## config.mk

```make
export PLATFORM = sky130hd
export DESIGN_NAME = sensor_row_seq
export DESIGN_NICKNAME = d
export VERILOG_FILES = /design/src/rtl/srs_pkg.sv /design/src/rtl/srs_conv_ctrl.sv /design/src/rtl/srs_readout.sv /design/src/rtl/sensor_row_seq.sv
export SDC_FILE = /design/constraint.sdc
export NUM_CORES = 1
export LEC_CHECK = 0
export ABC_AREA = 1
export BUFFER_PORTS_ARGS = -buffer_cell sky130_fd_sc_hd__buf_4
export CORE_ASPECT_RATIO = 0.5
export CORE_MARGIN = 10
export CORE_UTILIZATION = 55
export CTS_CLUSTER_SIZE = 30
export DETAILED_ROUTE_END_ITERATION = 16
export PLACE_DENSITY = 0.93
export SYNTH_ARGS = -nofsm -noshare
export SYNTH_HDL_FRONTEND = slang
export SYNTH_SLANG_ARGS = --single-unit
```

## constraint.sdc

```tcl
create_clock -name clk -period 7.15 [get_ports clk]
set_clock_uncertainty 0.05 [all_clocks]
set_input_delay 2.145 -clock clk [delete_from_list [all_inputs] [get_ports clk]]
set_output_delay 2.145 -clock clk [all_outputs]
set_load 0.02 [all_outputs]
```

## src/rtl/srs_pkg.sv

```systemverilog
package srs_pkg;

    typedef enum logic [1:0] {
        CV_IDLE  = 2'd0,
        CV_WAIT  = 2'd1,
        CV_HELD  = 2'd2,
        CV_TRAIL = 2'd3
    } conv_st_e;

endpackage

```

## src/rtl/srs_conv_ctrl.sv

```systemverilog
module srs_conv_ctrl
    import srs_pkg::*;
#(
    parameter int ROW_W    = 10,
    parameter int NUM_ROWS = 1024,
    parameter int TO_W     = 16
) (
    input  logic             clk,
    input  logic             rst_n,
    input  logic             start,
    input  logic             accept,
    input  logic             launch,
    input  logic [TO_W-1:0]  timeout_cycles,
    input  logic             row_done_n,
    output logic             row_strt_n,
    output logic [ROW_W-1:0] row_addr,
    output logic             row_ready,
    output logic             err_pulse,
    output logic             conv_idle
);

    localparam logic [ROW_W-1:0] LAST_ROW = ROW_W'(NUM_ROWS - 1);

    typedef struct packed {
        conv_st_e         st;
        logic [ROW_W-1:0] addr;
        logic             strt_n;
        logic [TO_W-1:0]  cnt;
        logic             done_prev;
        logic             err;
    } conv_regs_t;

    conv_regs_t conv_d, conv_q;
    logic       done_fall;
    logic       expired;

    always_comb begin
        conv_d           = conv_q;
        conv_d.strt_n    = 1'b1;
        conv_d.err       = 1'b0;
        conv_d.done_prev = row_done_n;
        done_fall        = conv_q.done_prev & ~row_done_n;
        expired          = ({1'b0, conv_q.cnt} + 1'b1) >= {1'b0, timeout_cycles};
        case (conv_q.st)
            CV_IDLE: begin
                if (start) begin
                    conv_d.st     = CV_WAIT;
                    conv_d.addr   = '0;
                    conv_d.strt_n = 1'b0;
                    conv_d.cnt    = '0;
                end
            end
            CV_WAIT: begin
                if (done_fall) begin
                    conv_d.st = CV_HELD;
                end else if (expired) begin
                    conv_d.st  = CV_IDLE;
                    conv_d.err = 1'b1;
                end else begin
                    conv_d.cnt = conv_q.cnt + 1'b1;
                end
            end
            CV_HELD: begin
                if (accept) begin
                    conv_d.st = CV_TRAIL;
                end
            end
            CV_TRAIL: begin
                if (launch) begin
                    if (conv_q.addr == LAST_ROW) begin
                        conv_d.st = CV_IDLE;
                    end else begin
                        conv_d.st     = CV_WAIT;
                        conv_d.addr   = conv_q.addr + 1'b1;
                        conv_d.strt_n = 1'b0;
                        conv_d.cnt    = '0;
                    end
                end
            end
            default: conv_d.st = CV_IDLE;
        endcase
    end

    always_ff @(posedge clk or negedge rst_n) begin
        if (!rst_n) begin
            conv_q.st        <= CV_IDLE;
            conv_q.addr      <= '0;
            conv_q.strt_n    <= 1'b1;
            conv_q.cnt       <= '0;
            conv_q.done_prev <= 1'b1;
            conv_q.err       <= 1'b0;
        end else begin
            conv_q <= conv_d;
        end
    end

    assign row_strt_n = conv_q.strt_n;
    assign row_addr   = conv_q.addr;
    assign row_ready  = (conv_q.st == CV_HELD);
    assign err_pulse  = conv_q.err;
    assign conv_idle  = (conv_q.st == CV_IDLE);

    // the conversion strobe lasts exactly one cycle
    a_r2_strobe_single: assert property (@(posedge clk) disable iff (!rst_n)
        !conv_q.strt_n |=> conv_q.strt_n);

    // strobed address stays inside the frame
    a_r2_addr_range: assert property (@(posedge clk) disable iff (!rst_n)
        !conv_q.strt_n |-> (conv_q.addr <= LAST_ROW));

    // address is held while waiting for the done edge
    a_r3_addr_hold: assert property (@(posedge clk) disable iff (!rst_n)
        (conv_q.st == CV_WAIT && $past(conv_q.st) == CV_WAIT) |-> $stable(conv_q.addr));

    // a timeout leaves the controller idle with no strobe
    a_r10_err_idle: assert property (@(posedge clk) disable iff (!rst_n)
        conv_q.err |-> (conv_q.st == CV_IDLE && conv_q.strt_n));

endmodule

```

## src/rtl/srs_readout.sv

```systemverilog
module srs_readout #(
    parameter int ROW_W    = 10,
    parameter int NUM_ROWS = 1024,
    parameter int BEATS    = 128,
    parameter int BUS_W    = 100
) (
    input  logic             clk,
    input  logic             rst_n,
    input  logic             accept,
    input  logic [ROW_W-1:0] row_in,
    input  logic [BUS_W-1:0] bus_data,
    output logic             ro_idle,
    output logic             launch,
    output logic             ld_n,
    output logic             rd_n,
    output logic             out_valid,
    output logic [BUS_W-1:0] out_data,
    output logic             out_sor,
    output logic             out_eor,
    output logic [ROW_W-1:0] out_row,
    output logic             frame_done
);

    localparam int               BEAT_W    = (BEATS > 1) ? $clog2(BEATS) : 1;
    localparam logic [BEAT_W-1:0] LAST_BEAT = BEAT_W'(BEATS - 1);
    localparam logic [ROW_W-1:0]  LAST_ROW  = ROW_W'(NUM_ROWS - 1);
    localparam logic [1:0]        LAT_LAST  = 2'd2;

    typedef struct packed {
        logic              active;
        logic [1:0]        lat;
        logic [BEAT_W-1:0] beat;
        logic [ROW_W-1:0]  row;
        logic              ld_n;
        logic              rd_n;
        logic              ov;
        logic [BUS_W-1:0]  od;
        logic              osor;
        logic              oeor;
        logic [ROW_W-1:0]  orow;
        logic              fdone;
    } ro_regs_t;

    ro_regs_t ro_d, ro_q;

    always_comb begin
        ro_d       = ro_q;
        ro_d.ov    = 1'b0;
        ro_d.osor  = 1'b0;
        ro_d.oeor  = 1'b0;
        ro_d.fdone = 1'b0;
        if (!ro_q.active) begin
            if (accept) begin
                ro_d.active = 1'b1;
                ro_d.lat    = '0;
                ro_d.beat   = '0;
                ro_d.row    = row_in;
                ro_d.ld_n   = 1'b0;
                ro_d.rd_n   = 1'b0;
            end
        end else if (ro_q.lat != LAT_LAST) begin
            ro_d.lat = ro_q.lat + 2'd1;
        end else begin
            ro_d.ov   = 1'b1;
            ro_d.od   = bus_data;
            ro_d.osor = (ro_q.beat == '0);
            ro_d.oeor = (ro_q.beat == LAST_BEAT);
            ro_d.orow = ro_q.row;
            if (ro_q.beat == LAST_BEAT) begin
                ro_d.active = 1'b0;
                ro_d.ld_n   = 1'b1;
                ro_d.rd_n   = 1'b1;
                ro_d.fdone  = (ro_q.row == LAST_ROW);
            end else begin
                ro_d.beat = ro_q.beat + 1'b1;
            end
        end
    end

    always_ff @(posedge clk or negedge rst_n) begin
        if (!rst_n) begin
            ro_q.active <= 1'b0;
            ro_q.lat    <= '0;
            ro_q.beat   <= '0;
            ro_q.row    <= '0;
            ro_q.ld_n   <= 1'b1;
            ro_q.rd_n   <= 1'b1;
            ro_q.ov     <= 1'b0;
            ro_q.od     <= '0;
            ro_q.osor   <= 1'b0;
            ro_q.oeor   <= 1'b0;
            ro_q.orow   <= '0;
            ro_q.fdone  <= 1'b0;
        end else begin
            ro_q <= ro_d;
        end
    end

    assign ro_idle    = !ro_q.active;
    assign launch     = ro_q.active && (ro_q.lat == 2'd1);
    assign ld_n       = ro_q.ld_n;
    assign rd_n       = ro_q.rd_n;
    assign out_valid  = ro_q.ov;
    assign out_data   = ro_q.od;
    assign out_sor    = ro_q.osor;
    assign out_eor    = ro_q.oeor;
    assign out_row    = ro_q.orow;
    assign frame_done = ro_q.fdone;

    // load control is released only after the final capture
    a_r5_release_after_last: assert property (@(posedge clk) disable iff (!rst_n)
        $rose(ro_q.ld_n) |-> ($past(ro_q.beat) == LAST_BEAT && $past(ro_q.lat) == LAT_LAST));

    // load and read gate move together
    a_r5_gate_pair: assert property (@(posedge clk) disable iff (!rst_n)
        $fell(ro_q.ld_n) |-> $fell(ro_q.rd_n));

    // a stream word only follows a cycle with load held low
    a_r6_valid_after_load: assert property (@(posedge clk) disable iff (!rst_n)
        ro_q.ov |-> $past(!ro_q.ld_n));

    // frame completion coincides with the last word of the last row
    a_r9_frame_on_eor: assert property (@(posedge clk) disable iff (!rst_n)
        ro_q.fdone |-> (ro_q.ov && ro_q.oeor && ro_q.orow == LAST_ROW));

    // start and end markers never share a word
    a_r7_marker_excl: assert property (@(posedge clk) disable iff (!rst_n)
        (ro_q.ov && ro_q.osor) |-> !ro_q.oeor);

endmodule

```

## src/rtl/sensor_row_seq.sv

```systemverilog
module sensor_row_seq #(
    parameter int ROW_W    = 10,
    parameter int NUM_ROWS = 1024,
    parameter int BEATS    = 128,
    parameter int BUS_W    = 100,
    parameter int TO_W     = 16
) (
    input  logic             clk,
    input  logic             rst_n,
    input  logic             start,
    input  logic [TO_W-1:0]  timeout_cycles,
    input  logic             conv_done_n,
    input  logic [BUS_W-1:0] sens_data,
    output logic [ROW_W-1:0] row_sel,
    output logic             conv_start_n,
    output logic             xfer_n,
    output logic             read_gate_n,
    output logic             px_valid,
    output logic [BUS_W-1:0] px_data,
    output logic             px_sor,
    output logic             px_eor,
    output logic [ROW_W-1:0] px_row,
    output logic             frame_done,
    output logic             timeout_err
);

    logic ro_idle;
    logic launch;
    logic row_ready;
    logic conv_idle;
    logic accept;
    logic start_go;

    assign accept   = row_ready & ro_idle;
    assign start_go = start & ro_idle;

    srs_conv_ctrl #(
        .ROW_W    (ROW_W),
        .NUM_ROWS (NUM_ROWS),
        .TO_W     (TO_W)
    ) conv_i (
        .clk            (clk),
        .rst_n          (rst_n),
        .start          (start_go),
        .accept         (accept),
        .launch         (launch),
        .timeout_cycles (timeout_cycles),
        .row_done_n     (conv_done_n),
        .row_strt_n     (conv_start_n),
        .row_addr       (row_sel),
        .row_ready      (row_ready),
        .err_pulse      (timeout_err),
        .conv_idle      (conv_idle)
    );

    srs_readout #(
        .ROW_W    (ROW_W),
        .NUM_ROWS (NUM_ROWS),
        .BEATS    (BEATS),
        .BUS_W    (BUS_W)
    ) ro_i (
        .clk        (clk),
        .rst_n      (rst_n),
        .accept     (accept),
        .row_in     (row_sel),
        .bus_data   (sens_data),
        .ro_idle    (ro_idle),
        .launch     (launch),
        .ld_n       (xfer_n),
        .rd_n       (read_gate_n),
        .out_valid  (px_valid),
        .out_data   (px_data),
        .out_sor    (px_sor),
        .out_eor    (px_eor),
        .out_row    (px_row),
        .frame_done (frame_done)
    );

    // a frame is only ever started from a fully idle block
    a_r11_start_idle: assert property (@(posedge clk) disable iff (!rst_n)
        ($fell(conv_start_n) && row_sel == '0) |-> $past(conv_idle && ro_idle));

endmodule

```

# Yosys cells after proc, flatten, opt, wreduce, memory -nomap -nowiden
# Cells that the tools add are included.
# op_classes
add_sub_neg	5
order_cmp	1
n_eq_ne	19
mux	27
bitwise_logic	6
n_reduce_logical	15
# op_table
operator	count
$mux W116	1
$mux W114	1
$mux W29	2
$pmux W16 S3	1
$mux W16	2
$mux W27	1
$mux W22	1
$pmux W11 S2	1
$eq A10 B10 Y1 const B	2
$add A16 B1 Y17 const B	1
$ge A17 B16 Y1	1
$add A16 B1 Y16 const B	1
$ne A2 B2 Y1 const B	8
$mux W7	2
$mux W2	6
$add A10 B1 Y10 const B	1
$mux W10	1
$pmux W2 S4	1
$reduce_and A4 Y1	2
$add A7 B1 Y7 const B	1
$eq A7 B7 Y1 const B	1
$logic_not A7 Y1	1
$mux W1	7
$ne A2 B1 Y1 const B	3
14 further kinds	24
# word_totals
regBits	167
in_bits	120
out_inout_bits	128
wordCells	91

# Depth between registers and ports, before layout
# depth
ltp_word	5
depth_mapped	22
ltp_nobuf	21

# By module
# From an unflattened synthesis, not the netlist that was laid out.
# hier_totals
cells_unflattened	1102
area_unflattened_um2	8735.9
# by_module_without_submodules
mod	instances	cells_each	area_per_inst_um2	seq_area_each_um2
srs_readout	1	716	6134.6	3379.5
srs_conv_ctrl	1	382	2586.2	778.2
sensor_row_seq	1	4	15.0	0.0

# Least setup slack after synthesis
# No wires, ideal clock.
# synth_timing
path_kind	input to register
from	in timeout_cycles[4]
to	reg conv_i.conv_q[9] in the netlist's numbering
setup_ns	0.117
arrival_time_ns	3.407
required_ns	6.983
slack_ns	3.576
path_stages	15
path_buffers	1
cell_sequence	inv_1 > ha_1 > nand2_1 > nor2_1 > nand2_1 > nor2_1 > nand2_1 > nand3_1 > nor2_4 > nand2_4 > nand2_4 > nand2_8 > buf_8 > nand2_1 > nand2_1
# synth_between
elab_chain_cells	3
# synth_lines
element	line	rtl
from (decl)	sensor_row_seq.sv:11	input logic [TO_W-1:0] timeout_cycles,
$ge A17 B16 Y1	srs_conv_ctrl.sv:43	expired = ({1'b0, conv_q.cnt} + 1'b1) >= {1'b0, timeout_cycles};
$ne A2 B2 Y1 (no source line)	--	
$reduce_and A6 Y1 (no source line)	--	
to (signal assigned)	srs_conv_ctrl.sv:93	conv_q <= conv_d;
to (decl)	srs_conv_ctrl.sv:33	conv_regs_t conv_d, conv_q;
# Every way passes these cells.
# A chain may end at the register's enable or synchronous reset.

# Final worst setup path
# layout_timing
from	in timeout_cycles[4]
to	reg conv_i.conv_q[3] in the netlist's numbering
# Same word-level chain as after synthesis.

==> flow_metrics.py <==
metrics = {
    "grt": {
        "grt_max_degree": 125,
        "grt_pass1_wl_mm": 33.78,
        "gr-total-overflow": 0,
        "first_global_vias": 6856,
        "track_usage_pct": 19.15,
        "antenna_found_initial": 0,
    },
    "routing": {
        "routedWlPerCell_um": 15.20,
        "wl_mm": 21.32,
        "drtAntennaViolNets": 0,
        "via_count": 6889,
        "dr.pass1.iters": 6,
        "viasPerCell": 4.910,
        "drc_errors": 0,
        "drtIter0Drc": 398,
    },
    "sta": {
        "fin_setup_tns_ps": 0,
        "layout_min_cycle_time_ps": 3460,
        "finalHoldViolCount": 0,
        "maxSlewViolCount": 0,
        "maxSlewHeadroom_pct": 22.61,
        "worstMarginPinSlew_ps": 1161,
        "max_freq_mhz": 289.0,
        "fin_crit_sh_pct": 48.39,
        "rsz0062_at_grt": "no",
        "final-setup-viol-count": 0,
        "finalWorstSetupSlack_ps": 3690,
    },
    "die": {
        "die_area_sq_um": 21400,
        "initial_core_util_pct": 56.13,
        "rows": 32,
        "io-pin-count": 248,
        "fp.dieW_um": 197.1,
        "die_h_um": 108.6,
        "core-area_sq_um": 15370,
    },
    "cts": {
        "cts.repair.resized": 0,
        "clockBufferDepth": 2,
        "h-tree-depth": 4,
        "postCtsHoldBufs": 0,
        "postCtsSetupBuffers": 0,
        "clock_sinks": 166,
        "root_buffer": "clkbuf_16",
        "cts_made_buffers": 17,
        "cts_tree": "done",
        "clk_latency_ps": 410,
        "cts.reportedPaths.clkPinSlew_ps": 70,
    },
    "cells_and_area": {
        "syn_to_final_growth_pct": 19.33,
        "drive_above_1_share_pct": 26.52,
        "final_util_pct": 66.98,
        "multiInputGateArea_sq_um": 3055,
        "nFillCells": 1180,
        "diodes": 0,
        "nets": 1332,
        "ff_latch_area_sq_um": 4158,
        "final_area_sq_um": 10300,
    },
    "yosys": {
        "synth-main-ff-cell": "dfrtp_1",
        "ys_async_sr_fraction_pct": 100.0,
        "syn_inst": 1069,
        "syn_area_per_cell_sq_um": 8.073,
        "ys_warn_count": 0,
        "syn-num-nets": 1215,
        "synth_cell_types": 41,
        "synth-seq-cells": 166,
        "synth_edf_count": 0,
        "ys_seq_area_share_pct": 48.18,
        "syn_area_sq_um": 8630,
    },
    "critical_path": {
        "crit_fanout": 17,
        "arrival_ps": 3710,
        "worstSetupEndpointType": "flop",
        "crit_required_ps": 7400,
        "crit_type": "in2reg",
        "startpoint_type": "input pin",
    },
    "min_path": {
        "min_path_type": "reg2reg",
    },
    "placement": {
        "dpl_worst_slack_ps": 3285,
        "port_buffers": 247,
        "place_congestion": 0.9071,
        "hpwl_mm": 15.77,
        "placed_area_sq_um": 9717,
    },
    "job": {
        "maxCapViolations": 0,
    },
    "power_and_ir_drop": {
        "ir_worst_vdd_uv": 299.6,
        "p_leak_nw": 5.787,
        "p_per_area_nw_per_um2": 407.4,
    },
    "outcome": {
        "status": "finished, final reports clean",
    },
}
## path summary, 6_finish.rpt
kind                                   startpoint                 end  slack, ps  depth (start not counted)
worst max-delay path            timeout_cycles[4]    conv_i.conv_q[3]       3690                         15
worst min-delay path             ro_i.out_data[6]    ro_i.out_data[6]        430                          2
worst max register to register   conv_i.conv_q[2]    conv_i.conv_q[3]       4050                         20
worst min register to register   ro_i.out_data[6]    ro_i.out_data[6]        430                          2
max in group asynchronous                   rst_n   ro_i.out_data[50]       3950                          2
min in group asynchronous                   rst_n  conv_i.row_addr[1]       1830                          1
## synthesized netlist by cell type (4+ instances only)
master      n  area [sq um]
a21oi_1    17         85.08
nand3_1    40         200.2
inv_2       8         30.03
buf_2       4         20.02
inv_1      87         326.6
nor2_4      4         45.04
nor2_1     43         161.4
o21ai_0    30         150.1
nand4_1    10         62.56
nor3_1     12         60.06
xor2_1      9         78.83
nand2_1   430          1614
buf_4     122         915.9
o21ai_1     4         20.02
dfrtp_1   163          4079
ha_1       26         325.3
clkbuf_1   22         82.58
## metrics by stage
step	hold WS (ps)	total power [W]	instances
floorplan	400.0	0.002950	1069
global placement	412.9	0.003242	1371
detailed placement	416.3	0.003326	1371
CTS	434.5	0.004238	1403
global route	449.1	0.004459	1403
finish	429.8	0.004195	1403
## power breakdown
part | leakage, nW | internal [W] | switching, W
sequential | 2.12 | 0.00127 | 0.000200
combinational | 3.39 | 0.000676 | 0.00115
clock | 0.274 | 0.000494 | 0.000401
## critical path, stage by stage
cell,delay (ps)
buf_4,80
inv_1,30
ha_1,300
nand2_1,120
inv_1,60
nand2_1,60
nand2_1,60
nand2_1,60
nand3_1,80
nand2_1,150
nand2_4,70
nand2_4,200
nand2_8,130
nand2_1,110
nand2_1,50
## layout by cell type (no fill, tap or decap), drive strengths merged, types with 2 or more instances in the layout
| cell | synthesis | routed |
|---|---|---|
| a21oi | 17 | 17 |
| buf | 131 | 251 |
| clkbuf | 22 | 17 |
| clkinvlp | 0 | 4 |
| dfrtp | 163 | 163 |
| dfstp | 3 | 3 |
| ha | 26 | 26 |
| inv | 95 | 105 |
| nand2 | 437 | 437 |
| nand3 | 41 | 41 |
| nand3b | 2 | 2 |
| nand4 | 10 | 10 |
| nor2 | 50 | 50 |
| nor3 | 13 | 13 |
| o21ai | 37 | 37 |
| or2 | 3 | 3 |
| xor2 | 9 | 9 |
## logic make-up (layout without fill, tap and decap cells)
kind of cell / Yosys count / count (layout) / synth area share, %
and+or+nand+nor: 558 / 558 / 26.69
buffers and inverters: 249 / 379 / 16.50
DFF: 166 / 166 / 48.18
AOI/OAI and AO/OA: 61 / 61 / 3.944
adders and majority gates: 26 / 26 / 3.770
xor gates and xnor gates: 9 / 9 / 0.9135
## registers in the layout, summed over array words and instances (netlist names), named ones only
signal,count
ro_i.out_row,10
ro_i.out_sor,1
ro_i.ro_q,20
conv_i.conv_q,18
ro_i.frame_done,1
ro_i.out_valid,1
conv_i.row_strt_n,1
ro_i.out_data,100
ro_i.rd_n,1
conv_i.err_pulse,1
ro_i.out_eor,1
conv_i.row_addr,10
## area by class of cell
type	count	area share, %
inverters	96	3.499
repair buffers	251	18.34
well taps	204	2.479
flip-flops and latches	166	40.38
clock buffers	17	4.131
multi-input cells	654	29.67
clock inverters	15	1.507
## metal layers
layer	vias to the layer above	GRT usage, %	routed length, um
li1	3407	-	-
met1	3238	21.53	8239
met2	199	35.62	11530
met3	45	3.380	1011
met5	-	0	0
met4	0	8.070	540
Power figures use the tool's default switching activity.
